**config.mk**
```make
export PLATFORM = sky130hd
export DESIGN_NAME = tod_counter
export DESIGN_NICKNAME = d
export VERILOG_FILES = /design/src/rtl/tod_pkg.sv /design/src/rtl/tod_corr_sched.sv /design/src/rtl/tod_accum.sv /design/src/rtl/tod_counter.sv
export SDC_FILE = /design/constraint.sdc
export NUM_CORES = 1
export LEC_CHECK = 0
export BUFFER_PORTS_ARGS = -buffer_cell sky130_fd_sc_hd__buf_4
export CORE_MARGIN = 2
export CORE_UTILIZATION = 47
export CTS_CLUSTER_SIZE = 24
export DETAILED_ROUTE_END_ITERATION = 16
export PLACE_DENSITY_LB_ADDON = 0.12
export SLEW_MARGIN = 20
export SYNTH_ARGS = -nofsm -noshare
export SYNTH_HDL_FRONTEND = slang
export SYNTH_SLANG_ARGS = --single-unit
export TNS_END_PERCENT = 50
```
**constraint.sdc**
```tcl
create_clock -name clk_i -period 13 [get_ports clk_i]
set_input_delay 1.3 -clock clk_i [delete_from_list [all_inputs] [get_ports clk_i]]
set_output_delay 1.3 -clock clk_i [all_outputs]
set_load 0.02 [all_outputs]
```
**src/rtl/tod_pkg.sv**
```systemverilog
`timescale 1ns/1ps
package tod_pkg;
  typedef enum logic [2:0] {
    REG_CTRL   = 3'd0,
    REG_VALUE  = 3'd1,
    REG_PERIOD = 3'd2,
    REG_INCR   = 3'd3,
    REG_CORR   = 3'd4
  } reg_addr_e;

  typedef struct packed {
    logic pin;   // route wrap pulse to compare output
    logic cap;   // capture request, self-clearing
    logic prst;  // wrap at period
    logic en;    // count enable
  } ctrl_t;

  localparam int CTRL_W   = 4;
  localparam int CORR_LSB = 8;
endpackage

```
**src/rtl/tod_corr_sched.sv**
```systemverilog
`timescale 1ns/1ps
module tod_corr_sched #(
  parameter int CPER_W = 16
) (
  input  logic              clk_i,
  input  logic              rst_ni,
  input  logic              tick_i,
  input  logic              restart_i,
  input  logic [CPER_W-1:0] period_i,
  output logic              due_o
);
  logic [CPER_W-1:0] cnt_q;

  assign due_o = (period_i != '0) && (cnt_q == period_i - CPER_W'(1));

  always_ff @(posedge clk_i or negedge rst_ni) begin
    if (!rst_ni)        cnt_q <= '0;
    else if (restart_i) cnt_q <= '0;
    else if (tick_i)    cnt_q <= due_o ? '0 : cnt_q + CPER_W'(1);
  end

  AST_CORR_RESTART: assert property (@(posedge clk_i) disable iff (!rst_ni)
    restart_i |=> cnt_q == '0);
endmodule

```
**src/rtl/tod_accum.sv**
```systemverilog
`timescale 1ns/1ps
module tod_accum #(
  parameter int CNT_W = 32,
  parameter int INC_W = 7
) (
  input  logic             clk_i,
  input  logic             rst_ni,
  input  logic             en_i,
  input  logic             prst_i,
  input  logic [CNT_W-1:0] period_i,
  input  logic [INC_W-1:0] step_i,
  input  logic             load_i,
  input  logic [CNT_W-1:0] load_val_i,
  output logic [CNT_W-1:0] count_o,
  output logic             pulse_o
);
  logic [CNT_W-1:0] count_q;
  logic             pulse_q;
  logic [CNT_W:0]   sum;
  logic [CNT_W:0]   folded;
  logic             wrap;

  assign sum    = {1'b0, count_q} + (CNT_W+1)'(step_i);
  assign wrap   = prst_i && (period_i != '0) && (sum >= {1'b0, period_i});
  assign folded = sum - {1'b0, period_i};

  always_ff @(posedge clk_i or negedge rst_ni) begin
    if (!rst_ni) begin
      count_q <= '0;
      pulse_q <= 1'b0;
    end else if (load_i) begin
      count_q <= load_val_i;
      pulse_q <= 1'b0;
    end else if (en_i) begin
      count_q <= wrap ? folded[CNT_W-1:0] : sum[CNT_W-1:0];
      pulse_q <= wrap;
    end else begin
      pulse_q <= 1'b0;
    end
  end

  assign count_o = count_q;
  assign pulse_o = pulse_q;

  AST_HOLD_OFF: assert property (@(posedge clk_i) disable iff (!rst_ni)
    (!en_i && !load_i) |=> count_q == $past(count_q));
  AST_LOAD_VAL: assert property (@(posedge clk_i) disable iff (!rst_ni)
    load_i |=> count_q == $past(load_val_i));
  AST_PULSE_NEEDS_PRST: assert property (@(posedge clk_i) disable iff (!rst_ni)
    pulse_q |-> $past(prst_i) && $past(en_i));
endmodule

```
**src/rtl/tod_counter.sv**
```systemverilog
`timescale 1ns/1ps
module tod_counter
  import tod_pkg::*;
#(
  parameter int CNT_W  = 32,
  parameter int INC_W  = 7,
  parameter int CPER_W = 16
) (
  input  logic             clk_i,
  input  logic             rst_ni,
  input  logic             reg_we_i,
  input  logic [2:0]       reg_addr_i,
  input  logic [CNT_W-1:0] reg_wdata_i,
  output logic [CNT_W-1:0] reg_rdata_o,
  output logic             period_pulse_o,
  output logic             cmp_evt_o
);
  ctrl_t             ctrl_q;
  logic [CNT_W-1:0]  period_q;
  logic [CNT_W-1:0]  snap_q;
  logic [INC_W-1:0]  norm_inc_q;
  logic [INC_W-1:0]  corr_inc_q;
  logic [CPER_W-1:0] cper_q;
  logic [CNT_W-1:0]  count;
  logic [INC_W-1:0]  step;
  logic              corr_due;
  logic              wr_ctrl, wr_value, wr_period, wr_incr, wr_corr;

  assign wr_ctrl   = reg_we_i && (reg_addr_i == REG_CTRL);
  assign wr_value  = reg_we_i && (reg_addr_i == REG_VALUE);
  assign wr_period = reg_we_i && (reg_addr_i == REG_PERIOD);
  assign wr_incr   = reg_we_i && (reg_addr_i == REG_INCR);
  assign wr_corr   = reg_we_i && (reg_addr_i == REG_CORR);

  always_ff @(posedge clk_i or negedge rst_ni) begin
    if (!rst_ni) begin
      ctrl_q     <= '0;
      period_q   <= '0;
      norm_inc_q <= '0;
      corr_inc_q <= '0;
      cper_q     <= '0;
      snap_q     <= '0;
    end else begin
      if (wr_ctrl)        ctrl_q     <= ctrl_t'(reg_wdata_i[CTRL_W-1:0]);
      else if (ctrl_q.cap) ctrl_q.cap <= 1'b0;
      if (ctrl_q.cap)     snap_q     <= count;
      if (wr_period)      period_q   <= reg_wdata_i;
      if (wr_incr) begin
        norm_inc_q <= reg_wdata_i[INC_W-1:0];
        corr_inc_q <= reg_wdata_i[CORR_LSB +: INC_W];
      end
      if (wr_corr)        cper_q     <= reg_wdata_i[CPER_W-1:0];
    end
  end

  tod_corr_sched #(.CPER_W(CPER_W)) u_sched (
    .clk_i     (clk_i),
    .rst_ni    (rst_ni),
    .tick_i    (ctrl_q.en),
    .restart_i (wr_corr),
    .period_i  (cper_q),
    .due_o     (corr_due)
  );

  assign step = corr_due ? corr_inc_q : norm_inc_q;

  tod_accum #(.CNT_W(CNT_W), .INC_W(INC_W)) u_accum (
    .clk_i      (clk_i),
    .rst_ni     (rst_ni),
    .en_i       (ctrl_q.en),
    .prst_i     (ctrl_q.prst),
    .period_i   (period_q),
    .step_i     (step),
    .load_i     (wr_value),
    .load_val_i (reg_wdata_i),
    .count_o    (count),
    .pulse_o    (period_pulse_o)
  );

  assign cmp_evt_o = period_pulse_o && ctrl_q.pin;

  always_comb begin
    reg_rdata_o = '0;
    case (reg_addr_i)
      REG_CTRL:   reg_rdata_o[CTRL_W-1:0] = ctrl_q;
      REG_VALUE:  reg_rdata_o = snap_q;
      REG_PERIOD: reg_rdata_o = period_q;
      REG_INCR: begin
        reg_rdata_o[INC_W-1:0]          = norm_inc_q;
        reg_rdata_o[CORR_LSB +: INC_W]  = corr_inc_q;
      end
      REG_CORR:   reg_rdata_o[CPER_W-1:0] = cper_q;
      default:    reg_rdata_o = '0;
    endcase
  end

  AST_CAP_SELF_CLR: assert property (@(posedge clk_i) disable iff (!rst_ni)
    (ctrl_q.cap && !wr_ctrl) |=> !ctrl_q.cap);
  AST_SNAP_HOLD: assert property (@(posedge clk_i) disable iff (!rst_ni)
    !ctrl_q.cap |=> snap_q == $past(snap_q));
  AST_CORR_OFF: assert property (@(posedge clk_i) disable iff (!rst_ni)
    (cper_q == '0) |-> !corr_due);
  AST_CMP_GATED: assert property (@(posedge clk_i) disable iff (!rst_ni)
    cmp_evt_o |-> period_pulse_o);
endmodule

```
Word level (Yosys, flattened, before mapping)
Index checks and enable logic that the tools add are counted.
Widths: inputs -> output; s select.

storage, ports and cells
  output and inout bits = 34
  register bits = 147
  bits of input ports = 38

operators by class
  add/subtract/negate cells = 4
  reduce and logical (&&, ||, !) cells = 14
  $lt $le $gt $ge = 1
  eq/ne operators = 5
  multiplexer cells = 16

operators with widths
  cell                   number
  $mux 32                3
  $mux 16                3
  $add 32x7->33          1
  $ge 33x32->1           1
  $pmux 16 s2            1
  $reduce_bool 32->1     1
  $sub 32x32->32         1
  $pmux 7 s4             1
  $pmux 4 s5             1
  $add 16x1->16 const B  1
  $eq 16x16->1           1
  $reduce_bool 16->1     1
  $sub 16x1->16 const B  1
  $pmux 3 s4             1
  $logic_and 1x1->1      9
  $mux 7                 1
  $eq 3x2->1 const B     2
  $pmux 1 s3             2
  $reduce_bool 2->1      2
  $eq 3x1->1 const B     1
  $eq 3x3->1 const B     1
  $logic_not 3->1        1
  $mux 1                 3

Logic depth before layout (Yosys ltp)
  word-level depth = 10
  depth in mapped cells = 30
  gate-level depth less buffers = 27

By module
A second synthesis with hierarchy kept.

second synthesis, totals
  cells, all modules = 1069
  area, all modules = 10453.8 sq um

by module, submodules not included
  module          sequential area each (sq um)  area each (sq um)  times used  cells an instance
  tod_accum       825.8                         4554.4             1           595
  tod_counter     2452.4                        4518.1             1           308
  tod_corr_sched  400.4                         1381.3             1           166

Least setup slack after synthesis
Ideal clock, no wire load.

  path kind = flip-flop to flip-flop
  start point = reg cper_q[0]
  end point = reg u_accum.count_q[0] (netlist: u_accum.count_o[0])
  data required time = 12.917 ns
  setup time = 0.083 ns
  setup slack = 6.013 ns
  arrival = 6.904 ns
  cell stages (with the launch flop) = 28
  period minus slack after synthesis = 6.987 ns
  path through = dfrtp_1 > inv_1 > ha_1 > nor3b_2 > nand3_1 > or3_1 > xnor2_1 > or2_2 > a2111oi_4 > nand3_4 > mux2_4 > ha_1 > nor3_1 > or4b_4 > a21o_4 > or3_1 > xnor2_1 > ha_1 > clkbuf_1 > a21o_1 > o21bai_1 > a221oi_1 > a21boi_1 > nor4_4 > a21o_1 > buf_2 > mux2_2 > o21ai_0

between the ends
  word-level cells in the longest chain between the ends = 10
  elaborated cells between the ends (all ways) = 12
  classes of those cells = add/sub (3); order compare (1); eq/ne (1); mux (4); reduce/logical (3)

ends and longest elaborated chain
  item                    line                  RTL
  from (decl)             tod_counter.sv:23     logic [CPER_W-1:0] cper_q;
  from (signal assigned)  tod_counter.sv:52     if (wr_corr) cper_q <= reg_wdata_i[CPER_W-1:0];
  $sub 16x1->16           tod_corr_sched.sv:14  assign due_o = (period_i != '0) && (cnt_q == period_i - CPER_W'(1));
  $eq 16x16->1            tod_corr_sched.sv:14
  $logic_and 1x1->1 *     tod_corr_sched.sv:14
  $mux 7 *                tod_counter.sv:65     assign step = corr_due ? corr_inc_q : norm_inc_q;
  $add 32x7->33 *         tod_accum.sv:23       assign sum = {1'b0, count_q} + (CNT_W+1)'(step_i);
  $ge 33x32->1            tod_accum.sv:24       assign wrap = prst_i && (period_i != '0) && (sum >= {1'b0, period_i});
  $logic_and 1x1->1       tod_accum.sv:24
  $mux 32 *               tod_accum.sv:35       count_q <= wrap ? folded[CNT_W-1:0] : sum[CNT_W-1:0];
  $mux 32 *               tod_accum.sv:34       end else if (en_i) begin
  $mux 32 *               tod_accum.sv:31       end else if (load_i) begin
  to (signal assigned)    tod_accum.sv:32       count_q <= load_val_i;
  to (signal assigned)    tod_accum.sv:35
  to (decl)               tod_accum.sv:17       logic [CNT_W-1:0] count_q;

Mark *: on every way between the ends. The rest lies on a longest branch, timed or not. The select of a mux whose other input is x is not followed.
A chain may end at the register's enable or synchronous reset.

Final worst setup path
Ends and elaborated chain as after synthesis.

==> impl_metrics.csv <==
group,metric,value,unit
sta,fin_tns_setup,0,ns
placed_design,io_buffers,71,
synthesis,synth_edf_count,0,
cells_and_area,final_cells,1479,
sta,clock_skew,0.0121,ns
cells_and_area,synthToLayoutAreaGrowth,12.1,%
worst_setup_path,startpoint_type,"flop",
synthesis,synthTopCellsByArea,"dfrtp_1 (35%), mux2_2 (7.0%), ha_1 (5.0%)",
sta,timing.hold.ws,0.507,ns
floorplan,rows,54,
sta,setup_viol,0,
synthesis,yosys_warnings,0,
cells_and_area,nets,1268,
global_route,antenna_found_initial,0,
sta,worst_pin_slew,1.03,ns
floorplan,pin_count,72,
drt,wl,33000,um
synthesis,yosysSeqAreaShare,35.2,%
synthesis,syn-cell-area,10500,um2
floorplan,coreArea,21800,um2
clock_network,cts_buffer_depth,2,
cells_and_area,final_common_cell,"dfrtp_1",
cells_and_area,diodes,0,
outcome,outcome,"finished clean",
synthesis,synth_top_cell_by_area,"dfrtp_1",
clock_network,clk_pin_slew,0.07,ns
worst_setup_path,worstPathRequired,13.35,ns
worst_setup_path,worstPathMaxFanout,17,
sta,max_clock_freq,120,MHz
synthesis,synth_seq_cells,147,
run,drv_cap,0,
drt,wire_per_inst,22.3,um
sta,period_share,64.1,%
sta,relSlewSlack,30.7,%
sta,rsz0062_at_grt,"false",
synthesis,synthCells,1151,
drt,dr_total_vias,9120,
synthesis,synthDistinctLibCells,75,
placed_design,placed_cell_area,11200,um2
clock_network,clock_latency,0.44,ns
clock_network,cts_setup_buffers,0,
clock_network,clock_sinks,147,
global_route,grt-ovfl-total,0,
placed_design,gp_congestion,0.919,
worst_hold_path,worstHoldPathType,"reg -> reg",
cells_and_area,final_area,11700,um2
floorplan,die_height,153,um
drt,ant_nets,0,
floorplan,start_util,47.9,%
sta,hold_viol_final,0,
placed_design,hpwl,24500,um
drt,viasPerCell,6.17,
worst_setup_path,path_class,"reg -> reg",
synthesis,synth_ff_type,"dfrtp_1",
placed_design,dpl.cell_count,1447,
synthesis,syn_nets,1233,
global_route,grt_max_degree,87,
clock_network,cts_tree,"done",
clock_network,cts-hold-fix-buffers,0,
clock_network,ctsResizeCount,0,
floorplan,die_x,153,um
clock_network,cts_made_buffers,17,
worst_setup_path,r2r_slack,4.67,ns
power,irDropWorstVdd,0.0850,mV
synthesis,async_reset_ff_share,100,%
cells_and_area,mostFrequentLayoutCells,"dfrtp_1 (147), nand2_1 (108), o21ai_0 (99)",
synthesis,syn_area_per_cell,9.09,um2
synthesis,synth.top_cell.area_share,35.2,%
drt,drt-initial-drc-count,633,
drt,firstDrtPassIters,5,
cells_and_area,drive_gt1_share,17.8,%
global_route,grt_usage,28.5,%
floorplan,dieArea,23500,um2
power,p_leak,5.26,nW
drt,route.detailed.drc,0,
sta,period_needed,8.33,ns
clock_network,root_buffer,"clkbuf_16",
global_route,grt_pass1_wl,52000,um
clock_network,h-tree-depth,4,
power,p_per_area,226,nW/um2
global_route,grt_pass1_vias,9027,
power,finalPower,2.65,mW
sta,slew_viol_final,0,
worst_setup_path,crit_arrival,8.67,ns
worst_setup_path,setup.worst_path.end_class,"flop",
## metrics by stage
stage | setup slack, ns | util (%)
final | 4.67 | 53.7
after global routing | 4.07 | 53.7
after CTS | 4.78 | 53.7
after detailed placement | 4.82 | 51.1
after global placement | 4.92 | 51.1
after floorplan | 6.01 | -
## power breakdown
group	leakage, nW	switching (mW)	total (mW)	internal, mW
logic	3.14	0.796	1.39	0.594
clock network	0.279	0.220	0.491	0.271
registers	1.84	0.176	0.772	0.597
## cell usage after synthesis, types with 7 or more instances
cell and n:
xnor2_1 41, nand4_1 20, nor4_1 16, nor2_1 56
and3_1 30, mux2_2 65, nand2b_1 8, o21ai_0 99
inv_1 46, and2_1 9, nand2_1 108, clkbuf_1 57
o22ai_1 14, dfrtp_1 147, a22oi_1 20, a21oi_1 49
nor2b_1 8, ha_1 42, mux2_4 7, mux2i_1 25
a31oi_1 8, nand3_1 25, nor3b_1 13, xor2_1 36
a211oi_1 16, a22o_1 17, a21o_1 40, nor3_1 22
## metal layers
metal	vias to the layer above	track usage [%]	wire [um]
met5	-	0	0
met1	4495	37.7	14500
li1	4287	-	-
met2	277	45.9	15500
met3	61	5.25	1710
met4	0	11.9	1270
## flip-flops by register name (all words and copies together), names as in the netlist
signal / cells
corr_inc_q: 7
u_sched.cnt_q: 16
cper_q: 16
period_q: 32
u_accum.count_o: 32
norm_inc_q: 7
snap_q: 32
u_accum.pulse_o: 1
ctrl_q: 4
## final cells by class
| class | instances | area (um2) |
|---|---|---|
| Sequential cell | 147 | 3680 |
| Fill cell | 2031 | 10100 |
| Clock inverter | 14 | 129 |
| Inverter | 46 | 173 |
| Multi-Input combinational cell | 891 | 6330 |
| Clock buffer | 18 | 439 |
| Timing Repair Buffer | 83 | 627 |
| Tap cell | 280 | 350 |
## final timing paths
| path | start | to | depth (start not counted) |
|---|---|---|---|
| worst max-delay path | cper_q[0]$_DFFE_PN0P_ | u_accum.count_o[0]$_DFFE_PN0P_ | 25 |
| worst min-delay path | snap_q[16]$_DFFE_PN0P_ | snap_q[16]$_DFFE_PN0P_ | 1 |
| worst max register to register | cper_q[0]$_DFFE_PN0P_ | u_accum.count_o[0]$_DFFE_PN0P_ | 25 |
| worst min register to register | snap_q[16]$_DFFE_PN0P_ | snap_q[16]$_DFFE_PN0P_ | 1 |
| max in group asynchronous | rst_ni | period_q[12]$_DFFE_PN0P_ | 2 |
| min in group asynchronous | rst_ni | snap_q[2]$_DFFE_PN0P_ | 1 |
## cell families (layout without fill, tap and decap cells)
kind of cell | Yosys count | in the layout | share of synthesized area [%]
and+or+nand+nor | 348 | 348 | 17.5
AOI/OAI and AO/OA | 325 | 325 | 20.6
DFF | 147 | 147 | 35.2
buffers and inverters | 113 | 161 | 4.45
muxes | 97 | 97 | 10.4
xor gates and xnor gates | 77 | 77 | 6.45
adders and majority gates | 44 | 44 | 5.41
## critical path, stage by stage, from the launching register on
cell and delay (ns):
dfrtp_1 0.45, inv_1 0.13, ha_1 0.22, nor3b_2 0.36, nand3_1 0.18, or3_1 0.35
xnor2_1 0.14, or2_2 0.30, a2111oi_4 0.37, nand3_4 0.22, mux2_4 0.36, ha_1 0.33
nor3_1 0.07, or4b_4 0.57, nor3_1 0.65, and3_1 0.26, xor2_1 0.21, ha_1 0.37
nand4_1 0.19, nor3_1 0.10, a221oi_1 0.29, a21boi_1 0.14, nor4_4 0.62, a21o_1 0.77
mux2_2 0.41, o21ai_0 0.14
Note: power is estimated with default switching activity, not from simulation.
